### src/rtl/addr_map_pkg.sv
package addr_map_pkg;

  // region select bit positions
  localparam int SEL_LOW   = 0;
  localparam int SEL_SRAM  = 1;
  localparam int SEL_FLASH = 2;
  localparam int SEL_REG   = 3;
  localparam int SEL_COUNT = 4;

  // access cycle counts
  localparam logic [1:0] CYC_NONE = 2'd0;
  localparam logic [1:0] CYC_FAST = 2'd1;
  localparam logic [1:0] CYC_SLOW = 2'd2;

  // strobes from the address compare logic to the datapath
  typedef struct packed {
    logic hitLow;
    logic hitSram;
    logic hitFlash;
    logic hitReg;
    logic hitFast;
    logic remapWr;
    logic remapRd;
    logic reserved;
  } decStrobe_t;

endpackage

### src/rtl/addrDecodeCtrl.sv
module addrDecodeCtrl
  import addr_map_pkg::*;
#(
  parameter int                ADDR_W      = 32,
  parameter logic [ADDR_W-1:0] SRAM_BASE   = 'h0004_0000,
  parameter int unsigned       SRAM_BYTES  = 32768,
  parameter logic [ADDR_W-1:0] FLASH_BASE  = 'h0008_0000,
  parameter int unsigned       FLASH_BYTES = 131072,
  parameter int unsigned       SYS_BYTES   = 2048,
  parameter logic [ADDR_W-1:0] REG_BASE    = 'hFFFF_0000,
  parameter int unsigned       REG_OFS_W   = 16,
  parameter int unsigned       REMAP_OFS   = 'h220,
  parameter int unsigned       FAST_OFS    = 'hF000,
  parameter int unsigned       FAST_BYTES  = 'h400
) (
  input  logic              reqValid,
  input  logic              reqWrite,
  input  logic [ADDR_W-1:0] reqAddr,
  input  logic              aliasSram,
  output decStrobe_t        strobe
);

  localparam logic [ADDR_W-1:0] SRAM_END   = SRAM_BASE + ADDR_W'(SRAM_BYTES);
  localparam logic [ADDR_W-1:0] FLASH_END  = FLASH_BASE + ADDR_W'(FLASH_BYTES);
  localparam logic [ADDR_W-1:0] SYS_OFS    = ADDR_W'(FLASH_BYTES - SYS_BYTES);
  localparam logic [ADDR_W-1:0] SYS_ABS    = FLASH_BASE + SYS_OFS;
  localparam logic [ADDR_W-1:0] LOW_SRAM   = ADDR_W'(SRAM_BYTES);
  localparam logic [ADDR_W-1:0] LOW_FLASH  = ADDR_W'(FLASH_BYTES);
  localparam logic [REG_OFS_W-1:0] REMAP_W = REG_OFS_W'(REMAP_OFS);
  localparam logic [REG_OFS_W-1:0] FAST_LO = REG_OFS_W'(FAST_OFS);
  localparam logic [REG_OFS_W-1:0] FAST_HI = REG_OFS_W'(FAST_OFS + FAST_BYTES);

  logic [ADDR_W-1:0]    lowLimit;
  logic                 inLow, inSram, inFlash, inReg;
  logic                 sysWrite;
  logic                 accepted;
  logic [REG_OFS_W-1:0] regOfs;
  logic                 onRemapWord, inFastBlk;

  always_comb begin
    lowLimit = aliasSram ? LOW_SRAM : LOW_FLASH;
    inLow    = reqAddr < lowLimit;
    inSram   = (reqAddr >= SRAM_BASE) && (reqAddr < SRAM_END);
    inFlash  = (reqAddr >= FLASH_BASE) && (reqAddr < FLASH_END);
    inReg    = reqAddr >= REG_BASE;
  end

  // system area of Flash, reached directly or through the Flash alias
  always_comb begin
    sysWrite = 1'b0;
    if (reqWrite) begin
      if (inFlash && (reqAddr >= SYS_ABS)) sysWrite = 1'b1;
      if (inLow && !aliasSram && (reqAddr >= SYS_OFS)) sysWrite = 1'b1;
    end
  end

  // register space is aligned, so the low bits are the offset
  always_comb begin
    regOfs      = reqAddr[REG_OFS_W-1:0];
    onRemapWord = regOfs[REG_OFS_W-1:2] == REMAP_W[REG_OFS_W-1:2];
    inFastBlk   = (regOfs >= FAST_LO) && (regOfs < FAST_HI);
  end

  assign accepted = reqValid && !sysWrite;

  always_comb begin
    strobe          = '0;
    strobe.hitLow   = accepted && inLow;
    strobe.hitSram  = accepted && inSram;
    strobe.hitFlash = accepted && inFlash;
    strobe.hitReg   = accepted && inReg;
    strobe.hitFast  = accepted && inReg && inFastBlk;
    strobe.remapWr  = accepted && inReg && onRemapWord && reqWrite;
    strobe.remapRd  = accepted && inReg && onRemapWord && !reqWrite;
    strobe.reserved = reqValid && (sysWrite || !(inLow || inSram || inFlash || inReg));
  end

endmodule

### src/rtl/addrMapDatapath.sv
module addrMapDatapath
  import addr_map_pkg::*;
#(
  parameter int                ADDR_W      = 32,
  parameter int                DATA_W      = 32,
  parameter int                OFS_W       = 17,
  parameter int unsigned       REG_OFS_W   = 16,
  parameter logic [ADDR_W-1:0] SRAM_BASE   = 'h0004_0000,
  parameter logic [ADDR_W-1:0] FLASH_BASE  = 'h0008_0000,
  parameter int unsigned       FLASH_BYTES = 131072,
  parameter int unsigned       SYS_BYTES   = 2048
) (
  input  logic                 clk,
  input  logic                 rstN,
  input  logic                 reqWrite,
  input  logic [ADDR_W-1:0]    reqAddr,
  input  logic                 wrBit,
  input  decStrobe_t           strobe,
  output logic                 aliasSram,
  output logic [SEL_COUNT-1:0] regionSel,
  output logic                 sramCs,
  output logic                 flashCs,
  output logic [OFS_W-1:0]     memOffset,
  output logic [1:0]           waitCycles,
  output logic                 accessErr,
  output logic [DATA_W-1:0]    rdata
);

  localparam logic [OFS_W-1:0] SRAM_B  = SRAM_BASE[OFS_W-1:0];
  localparam logic [OFS_W-1:0] FLASH_B = FLASH_BASE[OFS_W-1:0];
  localparam logic [OFS_W-1:0] SYS_OFS = OFS_W'(FLASH_BYTES - SYS_BYTES);

  logic remapQ;

  // remap register: 1 = zero window aliases Flash
  always_ff @(posedge clk or negedge rstN) begin
    if (!rstN)              remapQ <= 1'b1;
    else if (strobe.remapWr) remapQ <= wrBit;
  end

  assign aliasSram = !remapQ;

  always_comb begin
    regionSel            = '0;
    regionSel[SEL_LOW]   = strobe.hitLow;
    regionSel[SEL_SRAM]  = strobe.hitSram;
    regionSel[SEL_FLASH] = strobe.hitFlash;
    regionSel[SEL_REG]   = strobe.hitReg;
    sramCs  = strobe.hitSram  || (strobe.hitLow && aliasSram);
    flashCs = strobe.hitFlash || (strobe.hitLow && !aliasSram);
  end

  always_comb begin
    memOffset = '0;
    if (strobe.hitLow)        memOffset = reqAddr[OFS_W-1:0];
    else if (strobe.hitSram)  memOffset = reqAddr[OFS_W-1:0] - SRAM_B;
    else if (strobe.hitFlash) memOffset = reqAddr[OFS_W-1:0] - FLASH_B;
    else if (strobe.hitReg)   memOffset = OFS_W'(reqAddr[REG_OFS_W-1:0]);
  end

  always_comb begin
    waitCycles = CYC_NONE;
    if (strobe.hitReg && !strobe.hitFast) waitCycles = CYC_SLOW;
    else if (|regionSel)                  waitCycles = CYC_FAST;
  end

  always_comb begin
    rdata     = '0;
    rdata[0]  = strobe.remapRd && remapQ;
    accessErr = strobe.reserved;
  end


  remap_rst_chk: assert property (@(posedge clk) !rstN |=> remapQ);


  remap_wr_chk: assert property (@(posedge clk) disable iff (!rstN)
    strobe.remapWr |=> (remapQ == $past(wrBit)));


  sel_onehot_chk: assert property (@(posedge clk) disable iff (!rstN)
    $onehot0(regionSel));


  err_quiet_chk: assert property (@(posedge clk) disable iff (!rstN)
    accessErr |-> (regionSel == '0 && !sramCs && !flashCs && rdata == '0));


  sys_wr_chk: assert property (@(posedge clk) disable iff (!rstN)
    (flashCs && reqWrite) |-> (memOffset < SYS_OFS));


  wait_idle_chk: assert property (@(posedge clk) disable iff (!rstN)
    (!sramCs && !flashCs && regionSel == '0) |-> (waitCycles == CYC_NONE));

endmodule

### src/rtl/addrMapDecoder.sv
module addrMapDecoder
  import addr_map_pkg::*;
#(
  parameter int                ADDR_W      = 32,
  parameter int                DATA_W      = 32,
  parameter logic [ADDR_W-1:0] SRAM_BASE   = 'h0004_0000,
  parameter int unsigned       SRAM_BYTES  = 32768,
  parameter logic [ADDR_W-1:0] FLASH_BASE  = 'h0008_0000,
  parameter int unsigned       FLASH_BYTES = 131072,
  parameter int unsigned       SYS_BYTES   = 2048,
  parameter logic [ADDR_W-1:0] REG_BASE    = 'hFFFF_0000,
  parameter int unsigned       REG_BYTES   = 65536,
  parameter int unsigned       REMAP_OFS   = 'h220,
  parameter int unsigned       FAST_OFS    = 'hF000,
  parameter int unsigned       FAST_BYTES  = 'h400,
  localparam int unsigned      ARR_BYTES   = (FLASH_BYTES > SRAM_BYTES) ? FLASH_BYTES : SRAM_BYTES,
  localparam int unsigned      REG_OFS_W   = $clog2(REG_BYTES),
  localparam int unsigned      ARR_OFS_W   = $clog2(ARR_BYTES),
  localparam int               OFS_W       = (ARR_OFS_W > REG_OFS_W) ? ARR_OFS_W : REG_OFS_W
) (
  input  logic                 clk,
  input  logic                 rstN,
  input  logic                 reqValid,
  input  logic                 reqWrite,
  input  logic [ADDR_W-1:0]    reqAddr,
  input  logic [DATA_W-1:0]    reqWdata,
  output logic [SEL_COUNT-1:0] regionSel,
  output logic                 sramCs,
  output logic                 flashCs,
  output logic [OFS_W-1:0]     memOffset,
  output logic [1:0]           waitCycles,
  output logic                 accessErr,
  output logic [DATA_W-1:0]    rdata
);

  decStrobe_t strobe;
  logic       aliasSram;
  logic       unusedWdata;

  assign unusedWdata = ^reqWdata[DATA_W-1:1];

  addrDecodeCtrl #(
    .ADDR_W(ADDR_W), .SRAM_BASE(SRAM_BASE), .SRAM_BYTES(SRAM_BYTES),
    .FLASH_BASE(FLASH_BASE), .FLASH_BYTES(FLASH_BYTES), .SYS_BYTES(SYS_BYTES),
    .REG_BASE(REG_BASE), .REG_OFS_W(REG_OFS_W), .REMAP_OFS(REMAP_OFS),
    .FAST_OFS(FAST_OFS), .FAST_BYTES(FAST_BYTES)
  ) uCtrl (
    .reqValid (reqValid),
    .reqWrite (reqWrite),
    .reqAddr  (reqAddr),
    .aliasSram(aliasSram),
    .strobe   (strobe)
  );

  addrMapDatapath #(
    .ADDR_W(ADDR_W), .DATA_W(DATA_W), .OFS_W(OFS_W), .REG_OFS_W(REG_OFS_W),
    .SRAM_BASE(SRAM_BASE), .FLASH_BASE(FLASH_BASE),
    .FLASH_BYTES(FLASH_BYTES), .SYS_BYTES(SYS_BYTES)
  ) uPath (
    .clk       (clk),
    .rstN      (rstN),
    .reqWrite  (reqWrite),
    .reqAddr   (reqAddr),
    .wrBit     (reqWdata[0]),
    .strobe    (strobe),
    .aliasSram (aliasSram),
    .regionSel (regionSel),
    .sramCs    (sramCs),
    .flashCs   (flashCs),
    .memOffset (memOffset),
    .waitCycles(waitCycles),
    .accessErr (accessErr),
    .rdata     (rdata)
  );

endmodule

### config.mk
export PLATFORM = sky130hd
export DESIGN_NAME = addrMapDecoder
export DESIGN_NICKNAME = d
export VERILOG_FILES = /design/src/rtl/addr_map_pkg.sv /design/src/rtl/addrDecodeCtrl.sv /design/src/rtl/addrMapDatapath.sv /design/src/rtl/addrMapDecoder.sv
export SDC_FILE = /design/constraint.sdc
export NUM_CORES = 1
export LEC_CHECK = 0
export ABC_AREA = 1
export CAP_MARGIN = 20
export CORE_UTILIZATION = 29
export DETAILED_ROUTE_END_ITERATION = 7
export GPL_TIMING_DRIVEN = 0
export PLACE_DENSITY = 0.9
export SYNTH_ARGS = -nofsm -noshare
export SYNTH_HDL_FRONTEND = slang
export SYNTH_SLANG_ARGS = --single-unit
### constraint.sdc
create_clock -name clk -period 4.15 [get_ports clk]
set_input_delay 1.0375 -clock clk [delete_from_list [all_inputs] [get_ports clk]]
set_output_delay 1.0375 -clock clk [all_outputs]
set_load 0.02 [all_outputs]
======== Word-level counts from Yosys, hierarchy flattened ========
Index checks and enable logic that the tools add are counted.
cells by class
  reductions and logical operators ........ 32
  $lt $le $gt $ge ......................... 10
  eq/ne operators ......................... 1
  muxes and demuxes ....................... 10
operators with widths
  kind                                                                 number
  greater-or-equal comparator 32 x 20 -> 1 bit, second input constant  2
  two-way mux 17 bit                                                   3
  greater-or-equal comparator 32 x 17 -> 1 bit, second input constant  1
  greater-or-equal comparator 32 x 19 -> 1 bit, second input constant  1
  greater-or-equal comparator 32 bit, second input constant            1
  < comparator 32 x 19 -> 1 bit, second input constant                 1
  < comparator 32 x 20 -> 1 bit, second input constant                 1
  < comparator 32 bit                                                  1
  logical AND 1 bit                                                    20
  two-way mux 18 bit                                                   1
  greater-or-equal comparator 16 bit, second input constant            1
  < comparator 16 bit, second input constant                           1
  two-way mux 16 bit                                                   1
  equality test 14 x 8 -> 1 bit, second input constant                 1
  logical OR 1 bit                                                     6
  logical NOT 1 bit                                                    5
  two-way mux 1 bit                                                    4
  OR reduction 4 bit                                                   1
  two-way mux 2 bit                                                    1
word-level totals
  register bits ........................... 1
  word-level logic and storage cells ...... 54
  bits of input ports ..................... 68
  output and inout bits ................... 58

======== Depth between registers and ports, before layout ========
  depth after elaboration ................. 13
  gate-level depth with buffers ........... 14
  mapped depth without buffers ............ 13

======== Hierarchy ========
From an unflattened synthesis, not the netlist that was laid out.
unflattened totals
  cells, all modules ...................... 183
  area total of the unflattened synthesis .. 1016.0 um^2
by module, submodules not included
  module           seq. area each (um^2)  cells an instance  area each (um^2)  instances
  addrMapDatapath  26.3                   88                 544.3             1
  addrDecodeCtrl   0.0                    95                 471.7             1

======== Least setup slack after synthesis ========
OpenSTA, ideal clock, no wires.
  path type ............................... input to output
  start ................................... input port reqAddr[23]
  end ..................................... output port accessErr
  data arrival time ....................... 2411 ps
  stages on the path ...................... 8
  path buffers ............................ 0
  required time ........................... 3113 ps
  path slack .............................. 701 ps
  cells stage by stage .................... nor2_1 and2_2 nand2_2 inv_1 nand4_1 nor3b_1 nand2_2 a21boi_0
on the way
  cells in the longest elaborated chain, start to end .. 8
  elaborated cells on any way between the ends .. 22
  classes of those cells .................. order compare (8); mux (3); reduce/logical (11)
ends and longest elaborated chain
  item                                                                  RTL line                                    RTL
  from (decl)                                                           addrMapDecoder.sv:25                        input logic [ADDR_W-1:0] reqAddr,
  greater-or-equal comparator 32 x 20 -> 1 bit (tied with other cells)  addrDecodeCtrl.sv:44                        inFlash = (reqAddr >= FLASH_BASE) && (reqAddr < FLASH_END);
  logical AND 1 bit, on equally long branches                           addrDecodeCtrl.sv:44, addrDecodeCtrl.sv:43
  logical AND 1 bit / logical OR 1 bit (equally long branches)          addrDecodeCtrl.sv:52, addrDecodeCtrl.sv:75
  two-way mux 1 bit / logical OR 1 bit (equally long branches)          addrDecodeCtrl.sv:52, addrDecodeCtrl.sv:75
  two-way mux 1 bit / logical OR 1 bit (equally long branches)          addrDecodeCtrl.sv:53, addrDecodeCtrl.sv:75
  two-way mux 1 bit / logical NOT 1 bit (equally long branches)         addrDecodeCtrl.sv:51, addrDecodeCtrl.sv:75
  logical OR 1 bit (*)                                                  addrDecodeCtrl.sv:75                        strobe.reserved = reqValid && (sysWrite || !(inLow || inSram || inFlash || inReg));
  logical AND 1 bit (*)                                                 addrDecodeCtrl.sv:75
  to (decl)                                                             addrMapDecoder.sv:32                        output logic accessErr,
Mark *: on every way between the ends. The rest lies on a longest branch, timed or not.

======== Worst setup path after layout ========
  start ................................... input port reqAddr[31]
  end ..................................... output port memOffset[11]
on the way
  cells in the longest elaborated chain, start to end .. 13
  elaborated cells on any way between the ends .. 26
  classes of those cells .................. order compare (8); mux (7); reduce/logical (11)
ends and longest elaborated chain
  item                                                                                                  RTL line               RTL
  greater-or-equal comparator 32 x 20 -> 1 bit / < comparator 32 x 20 -> 1 bit (equally long branches)  addrDecodeCtrl.sv:44
  logical AND 1 bit                                                                                     addrDecodeCtrl.sv:44
  logical AND 1 bit                                                                                     addrDecodeCtrl.sv:52   if (inFlash && (reqAddr >= SYS_ABS)) sysWrite = 1'b1;
  two-way mux 1 bit                                                                                     addrDecodeCtrl.sv:52
  two-way mux 1 bit                                                                                     addrDecodeCtrl.sv:53   if (inLow && !aliasSram && (reqAddr >= SYS_OFS)) sysWrite = 1'b1;
  two-way mux 1 bit                                                                                     addrDecodeCtrl.sv:51   if (reqWrite) begin
  logical NOT 1 bit                                                                                     addrDecodeCtrl.sv:64   assign accepted = reqValid && !sysWrite;
  logical AND 1 bit                                                                                     addrDecodeCtrl.sv:64
  logical AND 1 bit                                                                                     addrDecodeCtrl.sv:71   strobe.hitReg = accepted && inReg;
  two-way mux 16 bit                                                                                    addrMapDatapath.sv:58  else if (strobe.hitReg) memOffset = OFS_W'(reqAddr[REG_OFS_W-1:0]);
  two-way mux 17 bit                                                                                    addrMapDatapath.sv:57  else if (strobe.hitFlash) memOffset = reqAddr[OFS_W-1:0] - FLASH_B;
  two-way mux 17 bit                                                                                    addrMapDatapath.sv:56  else if (strobe.hitSram) memOffset = reqAddr[OFS_W-1:0] - SRAM_B;
  two-way mux 17 bit (*)                                                                                addrMapDatapath.sv:55  if (strobe.hitLow) memOffset = reqAddr[OFS_W-1:0];
  to (decl)                                                                                             addrMapDecoder.sv:30   output logic [OFS_W-1:0] memOffset,
Marks and branches as above.

==> results_dict.tcl <==
set metrics [dict create \
    status "finished clean" \
    final_nets 353 \
    comb_power_share_pct 91.9 \
    n_fill_cell 364 \
    fin_crit_ns 4.001 \
    final_cell_mix "buf_4 (41), inv_1 (32), nor2_1 (32), nand2_1 (31), conb_1 (31)" \
    num_vias 1257 \
    holdWs_ns 0.6955 \
    switching_share_pct 46.50 \
    layout-drive-gt1-share_pct 31.91 \
    grt_pass1_vias 967 \
    antenna_found_initial 0 \
    wl_per_cell_um 8.162 \
    num_rows 21 \
    grtUsageMet1_pct 16.69 \
    use_met3_pct 0.4202 \
    multi_input_area_um2 720.7 \
    cp-start-kind "input pin" \
    design.core.area_um2 3337 \
    ir_worst_vdd_uv 49.59 \
    finalCritPeriodShare_pct 96.42 \
    p_sw_uw 57.35 \
    rrSetupSlack_ns 2.38 \
    hold_end "uPath.remapQ" \
    crit_type "in2out" \
    clock_power_share_pct 0 \
    synth_warnings 0 \
    top_usage_layer "met2" \
    hold_path.class "reg2reg" \
    p_leak_nw 1.038 \
    p_seq_share_pct 8.1 \
    grt_use_total_pct 12.85 \
    final_cell_area_um2 1794 \
    setup_tns_ns 0 \
    top_regs "uPath.remapQ x1" \
    grt_pass1_wl_mm 3.836 \
    power_density_nw_per_um2 68.75 \
    yosys.area.top_type_share_pct 25.89 \
    dp_hpwl_mm 2.371 \
    cap_violations 0 \
    reg2reg_depth 12 \
    synth_area_um2 1015 \
    whs_path_depth 3 \
    yosysUniqueCellTypes 26 \
    antenna_left 0 \
    drc 0 \
    required_ns 3.11 \
    grt_use_met2_pct 24.84 \
    drt-pass1-iter-count 6 \
    regArea_um2 26.28 \
    clkTransAtPathRegs_ns 0 \
    portBuffers 63 \
    synth_top_area_cell "buf_4" \
    areaGrowthSynthToFinish_pct 76.82 \
    initialDrtViolationCount 28 \
    synth-seq-cells 1 \
    seq_area_frac_synth_pct 2.589 \
    largest_register "uPath.remapQ" \
    start_util_pct 30.41 \
    synthCells 186 \
    hold_path_startpoint "uPath.remapQ" \
    synthTopCellsByArea "buf_4 (26%), inv_1 (12%), nor2_1 (12%)" \
    crit_start "reqAddr[31]" \
    dp_slack_ns -0.3627 \
    critPathCaptureType "primary output" \
    overflow 0 \
    syn_area_per_cell_um2 5.456 \
    r2r_end "uPath.remapQ" \
    path_max_fanout 8 \
    fin_ws_ns 0.1486 \
    largest_reg_flops 1 \
    clk_latency_ns 0 \
    fmaxAchievable_ghz 0.2499 \
    postCtsHoldBufs 0 \
    final_common_cell "buf_4" \
    grt_max_degree 11 \
    total_power_uw 123.3 \
    arrival_ns 2.96 \
    pin_count 126 \
    die_w_um 61.15 \
    skew_ns 0 \
    n_antenna_cell 0 \
    p_int_uw 65.99 \
    final-max-slew-violation-count 0 \
    via_per_inst 3.832 \
    fp.dieH_um 61.15 \
    setup_viol 0 \
    timing.rr.start "uPath.remapQ" \
    gp_congestion 0.8510 \
    placed_area_um2 1815 \
    dieArea_um2 3739 \
    hold_viol_final 0 \
    wirelength_mm 2.677 \
]
cells by family after synthesis:
family          share of synthesized area, %
simple gates                           52.03
fa+ha+maj                              1.233
flops                                  2.590
other cells                           0.3696
buf+inv                                41.06
compound gates                         2.713
cell usage after synthesis, drive strengths merged:
master	n
nor2	45
buf	36
nand2	36
inv	35
nand3	7
nor3	7
nand4	5
nor4	5
a21boi	1
and2	1
conb	1
dfstp	1
ha	1
nor3b	1
o211ai	1
o21ai	1
o21bai	1
or2	1
layout make-up:
cell class	instances	area share, %
multi-input cells	144	40.17
repair buffers	66	31.94
plain buffers	36	15.76
inverters	35	7.462
well taps	46	3.208
flip-flops and latches	1	1.464
critical path, stage by stage:
cell and delay [ns]:
clkdlybuf4s50_1 0.42, nor2_1 0.10, nand2_1 0.10, nor2_4 0.16, nand2_2 0.12, nor3_2 0.16
nand2_1 0.07, nand2_1 0.08, nand2_2 0.08, nand2_4 0.13, inv_4 0.06, nand2_8 0.10
clkbuf_16 0.15, nor2_2 0.03, buf_2 0.15
power by group through the flow:
stage	Sequential, mW	Clock (mW)	Combinational [mW]
3_3_place_gp	0.00994	0	0.111
6_report	0.00994	0	0.113
4_1_cts	0.00994	0	0.112
2_1_floorplan	0.00994	0	0.0678
5_1_grt	0.00994	0	0.125
3_5_place_dp	0.00994	0	0.113
stage by stage:
stage	utilization [%]	cells
floorplan	-	216
global placement	54.41	325
detailed placement	54.41	325
CTS	54.18	327
global route	53.77	328
finish	53.77	328
how the worst max path moves through the flow:
stage | endpoint | cells past startpoint
after floorplan | accessErr | 8
after global placement | accessErr | 10
after detailed placement | memOffset[14] | 15
after CTS | memOffset[9] | 15
after global routing | memOffset[9] | 13
final | memOffset[11] | 15
metal layers:
metal  share of wire [%]  vias up  routed length (um)
met3                 5.4        0                 144
met2                  53       39                1423
met1                  41      521                1109
met5                   0        -                   0
li1                    -      697                   -
met4                   0        0                   0
what timing repair did:
item                       in CTS  in global routing
gates cloned                    0                  1
setup endpoints to repair      27                 26
setup buffers                   2                  0
gates resized for setup        37                 64
pin swaps                       1                  5
Power figures use the tool's default switching activity.
